`config.mk`:
```
export PLATFORM = sky130hd
export DESIGN_NAME = ovs_uart_rx
export DESIGN_NICKNAME = d
export VERILOG_FILES = /design/src/rtl/ovs_uart_rx_pkg.sv /design/src/rtl/ovs_uart_rx_ctrl.sv /design/src/rtl/ovs_uart_rx_dp.sv /design/src/rtl/ovs_uart_rx.sv
export SDC_FILE = /design/constraint.sdc
export NUM_CORES = 1
export LEC_CHECK = 0
export BUFFER_PORTS_ARGS = -buffer_cell sky130_fd_sc_hd__buf_2
export CAP_MARGIN = 40
export CORE_MARGIN = 1
export CORE_UTILIZATION = 59
export CTS_BUF_LIST = sky130_fd_sc_hd__clkbuf_4 sky130_fd_sc_hd__clkbuf_8
export CTS_CLUSTER_DIAMETER = 80
export DETAILED_ROUTE_END_ITERATION = 12
export PLACE_DENSITY_LB_ADDON = 0.12
export SETUP_SLACK_MARGIN = 0.4
export SYNTH_ARGS = -nofsm -noshare
export SYNTH_HDL_FRONTEND = slang
export SYNTH_SLANG_ARGS = --single-unit
```
`constraint.sdc`:
```
create_clock -name clk -period 1.79 [get_ports clk]
set_clock_uncertainty 0.1 [all_clocks]
set_input_delay 0.358 -clock clk [delete_from_list [all_inputs] [get_ports clk]]
set_output_delay 0.358 -clock clk [all_outputs]
set_load 0.05 [all_outputs]
```
`src/rtl/ovs_uart_rx_pkg.sv`:
```
package ovs_uart_rx_pkg;

  typedef enum logic [1:0] {
    ST_HUNT,
    ST_START,
    ST_DATA,
    ST_STOP
  } rxState_t;

  // strobes from control to datapath
  typedef struct packed {
    logic takeBit;
    logic deliver;
  } rxStrobe_t;

endpackage

```
`src/rtl/ovs_uart_rx_ctrl.sv`:
```
module ovs_uart_rx_ctrl
  import ovs_uart_rx_pkg::*;
#(
  parameter int OVS       = 16,
  parameter int DATA_BITS = 8,
  parameter int VOTE      = 1
) (
  input  logic      clk,
  input  logic      rstN,
  input  logic      tickEn,
  input  logic      edgeSeen,
  input  logic      bitVal,
  output rxStrobe_t stb
);
  localparam int CW  = $clog2(OVS);
  localparam int BW  = $clog2(DATA_BITS + 1);
  localparam int DEC = OVS / 2 - 1 + VOTE;
  localparam logic [CW-1:0] DEC_T  = DEC[CW-1:0];
  localparam logic [CW-1:0] WRAP_T = CW'(OVS - 1);
  localparam logic [BW-1:0] LAST_T = BW'(DATA_BITS - 1);

  rxState_t        state;
  logic [CW-1:0]   tickCnt;
  logic [BW-1:0]   bitCnt;
  logic            atDec;

  assign atDec = tickEn && (tickCnt == DEC_T);

  always_ff @(posedge clk) begin
    if (!rstN) begin
      state   <= ST_HUNT;
      tickCnt <= '0;
      bitCnt  <= '0;
    end else if (tickEn) begin
      if (state == ST_HUNT) begin
        if (edgeSeen) begin
          state   <= ST_START;
          tickCnt <= '0;
        end
      end else begin
        tickCnt <= (tickCnt == WRAP_T) ? '0 : tickCnt + 1'b1;
        if (atDec) begin
          unique case (state)
            ST_START: begin
              bitCnt <= '0;
              state  <= bitVal ? ST_HUNT : ST_DATA;
            end
            ST_DATA: begin
              bitCnt <= bitCnt + 1'b1;
              if (bitCnt == LAST_T) state <= ST_STOP;
            end
            ST_STOP: state <= ST_HUNT;
            default: state <= ST_HUNT;
          endcase
        end
      end
    end
  end

  always_comb begin
    stb.takeBit = atDec && (state == ST_DATA);
    stb.deliver = atDec && (state == ST_STOP);
  end


  rearm_after_stop_chk: assert property (@(posedge clk) disable iff (!rstN)
    stb.deliver |=> (state == ST_HUNT));


  runt_start_chk: assert property (@(posedge clk) disable iff (!rstN)
    (state == ST_START && atDec && bitVal) |=> (state == ST_HUNT));


  bit_bound_chk: assert property (@(posedge clk) disable iff (!rstN)
    (state == ST_DATA) |-> (bitCnt < BW'(DATA_BITS)));


  tick_hold_chk: assert property (@(posedge clk) disable iff (!rstN)
    !tickEn |=> $stable(tickCnt));

endmodule

```
`src/rtl/ovs_uart_rx_dp.sv`:
```
module ovs_uart_rx_dp
  import ovs_uart_rx_pkg::*;
#(
  parameter int DATA_BITS = 8,
  parameter int VOTE      = 1
) (
  input  logic                 clk,
  input  logic                 rstN,
  input  logic                 tickEn,
  input  logic                 rxLine,
  input  logic                 ack,
  input  rxStrobe_t            stb,
  output logic                 edgeSeen,
  output logic                 bitVal,
  output logic [DATA_BITS-1:0] rxData,
  output logic                 rxReady,
  output logic                 frameErr,
  output logic                 overrun
);
  logic                 syncA, lineS;
  logic                 prevS;
  logic [DATA_BITS-1:0] shiftReg;

  always_ff @(posedge clk) begin
    if (!rstN) begin
      syncA <= 1'b1;
      lineS <= 1'b1;
    end else begin
      syncA <= rxLine;
      lineS <= syncA;
    end
  end

  generate
    if (VOTE != 0) begin : g_vote
      logic [1:0] win;
      always_ff @(posedge clk) begin
        if (!rstN)       win <= 2'b11;
        else if (tickEn) win <= {win[0], lineS};
      end
      assign prevS  = win[0];
      assign bitVal = (win[1] & win[0]) | (win[1] & lineS) | (win[0] & lineS);
    end else begin : g_plain
      logic last;
      always_ff @(posedge clk) begin
        if (!rstN)       last <= 1'b1;
        else if (tickEn) last <= lineS;
      end
      assign prevS  = last;
      assign bitVal = lineS;
    end
  endgenerate

  assign edgeSeen = tickEn && prevS && !lineS;

  always_ff @(posedge clk) begin
    if (!rstN) begin
      shiftReg <= '0;
      rxData   <= '0;
      rxReady  <= 1'b0;
      frameErr <= 1'b0;
      overrun  <= 1'b0;
    end else begin
      if (stb.takeBit) shiftReg <= {bitVal, shiftReg[DATA_BITS-1:1]};
      if (stb.deliver) begin
        rxData   <= shiftReg;
        frameErr <= !bitVal;
        rxReady  <= 1'b1;
      end else if (ack) begin
        rxReady <= 1'b0;
      end
      if (stb.deliver && rxReady && !ack) overrun <= 1'b1;
      else if (ack)                        overrun <= 1'b0;
    end
  end


  ack_clears_ready_chk: assert property (@(posedge clk) disable iff (!rstN)
    (ack && !stb.deliver) |=> !rxReady);


  hold_stable_chk: assert property (@(posedge clk) disable iff (!rstN)
    !stb.deliver |=> $stable(rxData));


  overrun_sticky_chk: assert property (@(posedge clk) disable iff (!rstN)
    (overrun && !ack) |=> overrun);


  overrun_set_chk: assert property (@(posedge clk) disable iff (!rstN)
    (stb.deliver && rxReady && !ack) |=> overrun);


  ready_on_deliver_chk: assert property (@(posedge clk) disable iff (!rstN)
    stb.deliver |=> rxReady);

endmodule

```
`src/rtl/ovs_uart_rx.sv`:
```
module ovs_uart_rx
  import ovs_uart_rx_pkg::*;
#(
  parameter int OVS       = 16,
  parameter int DATA_BITS = 8,
  parameter int VOTE      = 1
) (
  input  logic                 clk,
  input  logic                 rstN,
  input  logic                 tickEn,
  input  logic                 rxLine,
  input  logic                 ack,
  output logic [DATA_BITS-1:0] rxData,
  output logic                 rxReady,
  output logic                 frameErr,
  output logic                 overrun
);
  rxStrobe_t stb;
  logic      edgeSeen;
  logic      bitVal;

  ovs_uart_rx_ctrl #(.OVS(OVS), .DATA_BITS(DATA_BITS), .VOTE(VOTE)) i_ctrl (
    .clk(clk), .rstN(rstN), .tickEn(tickEn),
    .edgeSeen(edgeSeen), .bitVal(bitVal), .stb(stb)
  );

  ovs_uart_rx_dp #(.DATA_BITS(DATA_BITS), .VOTE(VOTE)) i_dp (
    .clk(clk), .rstN(rstN), .tickEn(tickEn), .rxLine(rxLine), .ack(ack),
    .stb(stb), .edgeSeen(edgeSeen), .bitVal(bitVal),
    .rxData(rxData), .rxReady(rxReady), .frameErr(frameErr), .overrun(overrun)
  );

endmodule

```
==> results of run 1 <==
-- where the power goes --
group,switching (mW),internal (mW),total [mW],leakage (nW)
combinational,0.0338,0.0245,0.0584,0.431
clock,0.258,0.164,0.423,0.0354
sequential,0.00444,0.737,0.741,0.270
total,0.296,0.926,1.22,0.737
-- logic make-up after synthesis --
family | after synthesis
AND/OR/NAND/NOR | 68
AO/OA/AOI/OAI | 33
flip-flops | 33
buffers and inverters | 17
adder cells (fa/ha/maj) | 8
multiplexers | 5
XOR/XNOR | 1
-- worst max-delay path, delay by kind of cell, from the launching register on --
kind	cells	cell delay (ns)
AO/OA/AOI/OAI	2	0.50
adder cells (fa/ha/maj)	1	0.13
buffers and inverters	1	0.08
flip-flops	1	0.34
AND/OR/NAND/NOR	2	0.36
-- path summary, 6_finish.rpt --
path | slack, ns | to | cells after the start | start
hold / removal | 0.08 | i_dp.overrun | 2 | ack
hold reg to reg | 0.32 | i_dp.lineS | 1 | i_dp.syncA
setup / recovery | 0.19 | i_ctrl.state[0] | 6 | i_ctrl.tickCnt[1]
setup reg to reg | 0.19 | i_ctrl.state[0] | 6 | i_ctrl.tickCnt[1]
-- layout by cell type, fill, tap and decap left out, types with 2 or more instances in the layout --
cell,synthesis,layout
a21boi_1,0,4
nand2_8,0,3
nor3b_2,0,2
nand3_1,10,10
a21boi_2,0,4
inv_1,9,4
o21ai_0,4,3
dfxtp_4,0,2
buf_4,2,15
clkinv_2,0,2
nand2_2,1,10
nor2_1,6,4
clkbuf_4,0,6
and2_4,0,3
inv_2,0,4
dfxtp_2,0,4
and4b_2,0,2
nand2b_1,3,3
mux2i_1,4,4
dfxtp_1,33,27
ha_4,0,3
buf_2,2,5
and2_1,4,2
buf_6,0,4
nand2_1,31,19
ha_2,0,2
ha_1,7,2
a21oi_1,14,13
-- cell type report --
type | count | area, um2
fill | 128 | 329
inverter | 9 | 36.3
sequential | 33 | 673
tap | 28 | 35.0
clock inverter | 2 | 10.0
timing repair buffer | 25 | 198
clock buffer | 6 | 45.0
multi-input combinational | 118 | 928
-- flip-flops by register name, indices dropped and copies added, names as in the netlist --
register / flops
i_dp.rxData: 8
i_dp.shiftReg: 8
i_ctrl.bitCnt: 4
i_ctrl.tickCnt: 4
i_ctrl.state: 2
i_dp.g_vote.win: 2
i_dp.frameErr: 1
i_dp.lineS: 1
i_dp.overrun: 1
i_dp.rxReady: 1
i_dp.syncA: 1
-- repair_timing --
action                                  in CTS  in global routing
pin swaps                                   12                 17
endpoints found under the setup margin      39                 28
buffers inserted                             6                  1
cloned                                       4                  0
resized for setup                           42                 30
-- layer usage --
metal  vias to the layer above  wire (um)  track usage
li1                        621          -            -
met1                       646       1590        0.367
met2                        60       1930        0.504
met3                        16        285       0.0982
met4                         0        116        0.162
met5                         -          0            0
==> impl_metrics.env, run 1 <==
export IMPL_status="finished clean"
export IMPL_gr_total_overflow=0
export IMPL_power_density_nw_per_um2=635
export IMPL_cts_hold_buffers=0
export IMPL_irDropWorstVdd_mv=0.729
export IMPL_grt_max_degree=21
export IMPL_crit_slowest_cell="dfxtp_2"
export IMPL_synth_ff_type="dfxtp_1"
export IMPL_layout_cells_non_filler=221
export IMPL_synth_top_family_by_area="simple AND/OR/NAND/NOR gates"
export IMPL_synth_top_area_frac=0.458
export IMPL_maxSlewViolCount=0
export IMPL_p_total_mw=1.22
export IMPL_fmax_mhz=623
export IMPL_synth_mux_area_frac=0.0356
export IMPL_clock_path_buffers=2
export IMPL_critical_path_class="reg -> reg"
export IMPL_dieArea_um2=2640
export IMPL_synth_fa_ha_area_frac=0.0677
export IMPL_synth_avg_cell_area_um2=8.74
export IMPL_clk_latency_ns=0.35
export IMPL_start_kind="flip-flop"
export IMPL_ys_top_cells_by_area="dfxtp_1 (46%), nand2_1 (8.1%), ha_1 (6.1%)"
export IMPL_grt_pass1_vias=1281
export IMPL_synth_edff_count=0
export IMPL_cp_required_ns=1.94
export IMPL_port_buffers=15
export IMPL_tightest_slew_ns=0.434
export IMPL_core_area_um2=2250
export IMPL_tns_ns=0
export IMPL_slew_headroom=0.711
export IMPL_pre_cts_ws_ns=0.112
export IMPL_ys_warn_count=0
export IMPL_hp_class="in -> reg"
export IMPL_cts_max_level=2
export IMPL_synth_most_common_cell="dfxtp_1"
export IMPL_die_w_um=51.4
export IMPL_ioPinCount=16
export IMPL_antenna_cells=0
export IMPL_drc=0
export IMPL_vias_per_cell=6.08
export IMPL_die_h_um=51.4
export IMPL_synth_area_um2=1440
export IMPL_initial_utilization=0.639
export IMPL_synth_xor_area_frac=0.00608
export IMPL_clk_pin_slew_ns=0.10
export IMPL_drt_iter0_drc=47
export IMPL_post_route_util=0.854
export IMPL_arrival_ns=1.75
export IMPL_dpl_cell_count=202
export IMPL_antenna_found_initial=0
export IMPL_max_cap_viol_count=0
export IMPL_place_congestion=0.823
export IMPL_fin_crit_ns=1.60
export IMPL_synth_compound_gate_area_share=0.146
export IMPL_cts_sinks=33
export IMPL_yosysTopAreaCell="dfxtp_1"
export IMPL_drtPass1Iterations=4
export IMPL_synth_simple_area_share=0.235
export IMPL_synthArstFlopShare=0
export IMPL_crit_chain="inv_2, ha_4, and4b_2, o221a_4, nor3_2, a311oi_1"
export IMPL_hold_viol=0
export IMPL_syn_num_nets=177
export IMPL_wl_per_cell_um=17.7
export IMPL_antenna_left=0
export IMPL_path_max_fanout=5
export IMPL_hpwlAfterDp_um=2040
export IMPL_num_nets_final=204
export IMPL_syn_inst=165
export IMPL_synth_common_cells="dfxtp_1 (33), nand2_1 (31), a21oi_1 (14)"
export IMPL_finalWorstSetupSlack_ns=0.186
export IMPL_synth_seq_cells=33
export IMPL_place_area_um2=1540
export IMPL_num_rows=17
export IMPL_cp_end_kind="flip-flop"
export IMPL_final_area_um2=1930
export IMPL_yosysSeqAreaShare=0.458
export IMPL_worst_path_largest_cell_delay_ns=0.34
export IMPL_p_leak_nw=0.737
export IMPL_syn_to_final_growth_pct=33.6
export IMPL_routed_wl_um=3920
export IMPL_grt_pass1_wl_um=5860
export IMPL_cts_root_buf="clkbuf_4"
export IMPL_cts_tree="yes"
export IMPL_setup_viol=0
export IMPL_grtUsageTotal=0.312
export IMPL_vias=1343
export IMPL_drive_gt1_frac=0.430
export IMPL_holdWs_ns=0.0759
export IMPL_rsz0062_at_grt="yes"
export IMPL_synth_cell_types=37
export IMPL_timing_final_crit_share=0.896
export IMPL_cts_inserted_buffers=5
(Power assumes the default switching activity.)
==> run 2: changes to the inputs <==
--- a/config.mk
+++ b/config.mk
@@ -12,7 +12,7 @@
 export CTS_BUF_LIST = sky130_fd_sc_hd__clkbuf_4 sky130_fd_sc_hd__clkbuf_8
 export CTS_CLUSTER_DIAMETER = 80
 export DETAILED_ROUTE_END_ITERATION = 12
-export PLACE_DENSITY_LB_ADDON = 0.12
+export PLACE_DENSITY = 0.8
 export SETUP_SLACK_MARGIN = 0.4
 export SYNTH_ARGS = -nofsm -noshare
 export SYNTH_HDL_FRONTEND = slang
==> run 2 against run 1 <==
- register-to-register slack got worse by 0.05 ns
- final cell count up 2.3%
- highest routed layer unchanged
- clock power up 4%
- utilization grew 0.39 points
- critical path depth increased by 1
- largest cell class unchanged
- setup slack got worse by 0.051 ns
- combinational power is 1% higher
==> impl_metrics.env, run 2 (same netlist as run 1, synthesis figures left out) <==
export IMPL_p_leak_nw=0.771
export IMPL_power_switching_uw=312
export IMPL_layout_common_cells="nand2_1 (26), dfxtp_1 (26), buf_4 (19)"
export IMPL_clk_pin_slew_ns=0.13
export IMPL_switching_share=0.252
export IMPL_die_h_um=51.4
export IMPL_holdWs_ns=0.0921
export IMPL_largestRegisters="i_dp.rxData x8, i_dp.shiftReg x8"
export IMPL_drtPass1Iterations=4
export IMPL_gr_total_overflow=0
export IMPL_setup_viol=0
export IMPL_slew_headroom=0.728
export IMPL_dieArea_um2=2640
export IMPL_drive_gt1_frac=0.409
export IMPL_core_area_um2=2250
export IMPL_grt_pass1_vias=1306
export IMPL_vias_per_cell=5.99
export IMPL_drc=0
export IMPL_status="finished clean"
export IMPL_grt_max_degree=14
export IMPL_cp_end_kind="flip-flop"
export IMPL_power_density_nw_per_um2=640
export IMPL_max_cap_viol_count=0
export IMPL_num_nets_final=209
export IMPL_ioPinCount=16
export IMPL_grtUsageTotal=0.310
export IMPL_antenna_cells=0
export IMPL_routed_wl_um=4100
export IMPL_rsz0062_at_grt="yes"
export IMPL_port_buffers=15
export IMPL_initial_utilization=0.639
export IMPL_pre_cts_ws_ns=0.0743
export IMPL_hp_class="in -> reg"
export IMPL_irDropWorstVdd_mv=0.649
export IMPL_tns_ns=0
export IMPL_antenna_found_initial=0
export IMPL_hold_viol=0
export IMPL_critical_path_class="reg -> reg"
export IMPL_cts_tree="yes"
export IMPL_clock_path_buffers=2
export IMPL_hpwlAfterDp_um=2140
export IMPL_cts_root_buf="clkbuf_4"
export IMPL_drt_iter0_drc=55
export IMPL_clk_latency_ns=0.37
export IMPL_path_max_fanout=7
export IMPL_grt_pass1_wl_um=5800
export IMPL_timing_final_crit_share=0.925
export IMPL_cts_sinks=33
export IMPL_post_route_util=0.858
export IMPL_cp_required_ns=1.97
export IMPL_cts_max_level=2
export IMPL_num_rows=17
export IMPL_cts_inserted_buffers=5
export IMPL_wl_per_cell_um=18.1
export IMPL_syn_to_final_growth_pct=34.2
export IMPL_antenna_left=0
export IMPL_fin_crit_ns=1.66
export IMPL_vias=1354
export IMPL_start_kind="flip-flop"
export IMPL_maxSlewViolCount=0
export IMPL_power_share_clock=0.353
export IMPL_seqPwrFrac=0.599
export IMPL_die_w_um=51.4
export IMPL_fmax_mhz=604
export IMPL_arrival_ns=1.83
export IMPL_tightest_slew_ns=0.408
export IMPL_finalWorstSetupSlack_ns=0.135
export IMPL_p_int_uw=927
export IMPL_r2r_slack_ns=0.13
export IMPL_combPwrFrac=0.048
export IMPL_place_congestion=0.773
-- run 2: power by group through the flow --
stage | sequential, mW | clock [mW] | combinational [mW]
after floorplan | 0.759 | 0 | 0.0323
after global placement | 0.760 | 0 | 0.0434
after detailed placement | 0.761 | 0 | 0.0448
after CTS | 0.741 | 0.423 | 0.0520
after global routing | 0.742 | 0.472 | 0.0629
final | 0.742 | 0.438 | 0.0592
-- run 2: layout make-up --
class | instances | area (um2)
multi-input combinational | 117 | 868
tap | 28 | 35.0
fill | 108 | 320
sequential | 33 | 674
clock inverter | 2 | 10.0
clock buffer | 6 | 45.0
inverter | 9 | 36.3
timing repair buffer | 31 | 265
-- run 2: what timing repair did --
item | 4_1_cts | 5_1_grt
endpoints found under the setup margin | 39 | 30
hold buffers | 0 | 0
gates resized for setup | 34 | 27
hold endpoints to repair | 0 | 0
cloned | 2 | 0
pin swaps | 11 | 15
setup buffers | 8 | 3
-- run 2: worst max-delay path, cell delays in order, from the launching register on --
cell and delay, ns:
dfxtp_2 0.34, inv_2 0.08, ha_4 0.13, and4b_4 0.30, buf_4 0.17, buf_8 0.15, nand3_1 0.10, a21oi_1 0.23
-- run 2: metal layers --
layer | GRT usage | routed length, um | up-vias
met5 | 0 | 0 | -
met4 | 0.194 | 149 | 0
met3 | 0.0774 | 270 | 23
met2 | 0.519 | 2060 | 63
met1 | 0.346 | 1620 | 640
li1 | - | - | 628
-- run 2: through the flow --
stage | power, mW | instances | cell area (um2)
finish | 1.24 | 226 | 1930
global route | 1.28 | 226 | 1930
CTS | 1.22 | 223 | 1800
detailed placement | 0.805 | 205 | 1570
global placement | 0.804 | 205 | 1570
floorplan | 0.792 | 165 | 1470
-- run 2: worst paths after layout --
check,start,depth (start not counted),end
worst max-delay path,i_ctrl.tickCnt[1],7,i_dp.shiftReg[4]
worst min-delay path,ack,2,i_dp.overrun
worst max register to register,i_ctrl.tickCnt[1],7,i_dp.shiftReg[4]
worst min register to register,i_dp.syncA,1,i_dp.lineS
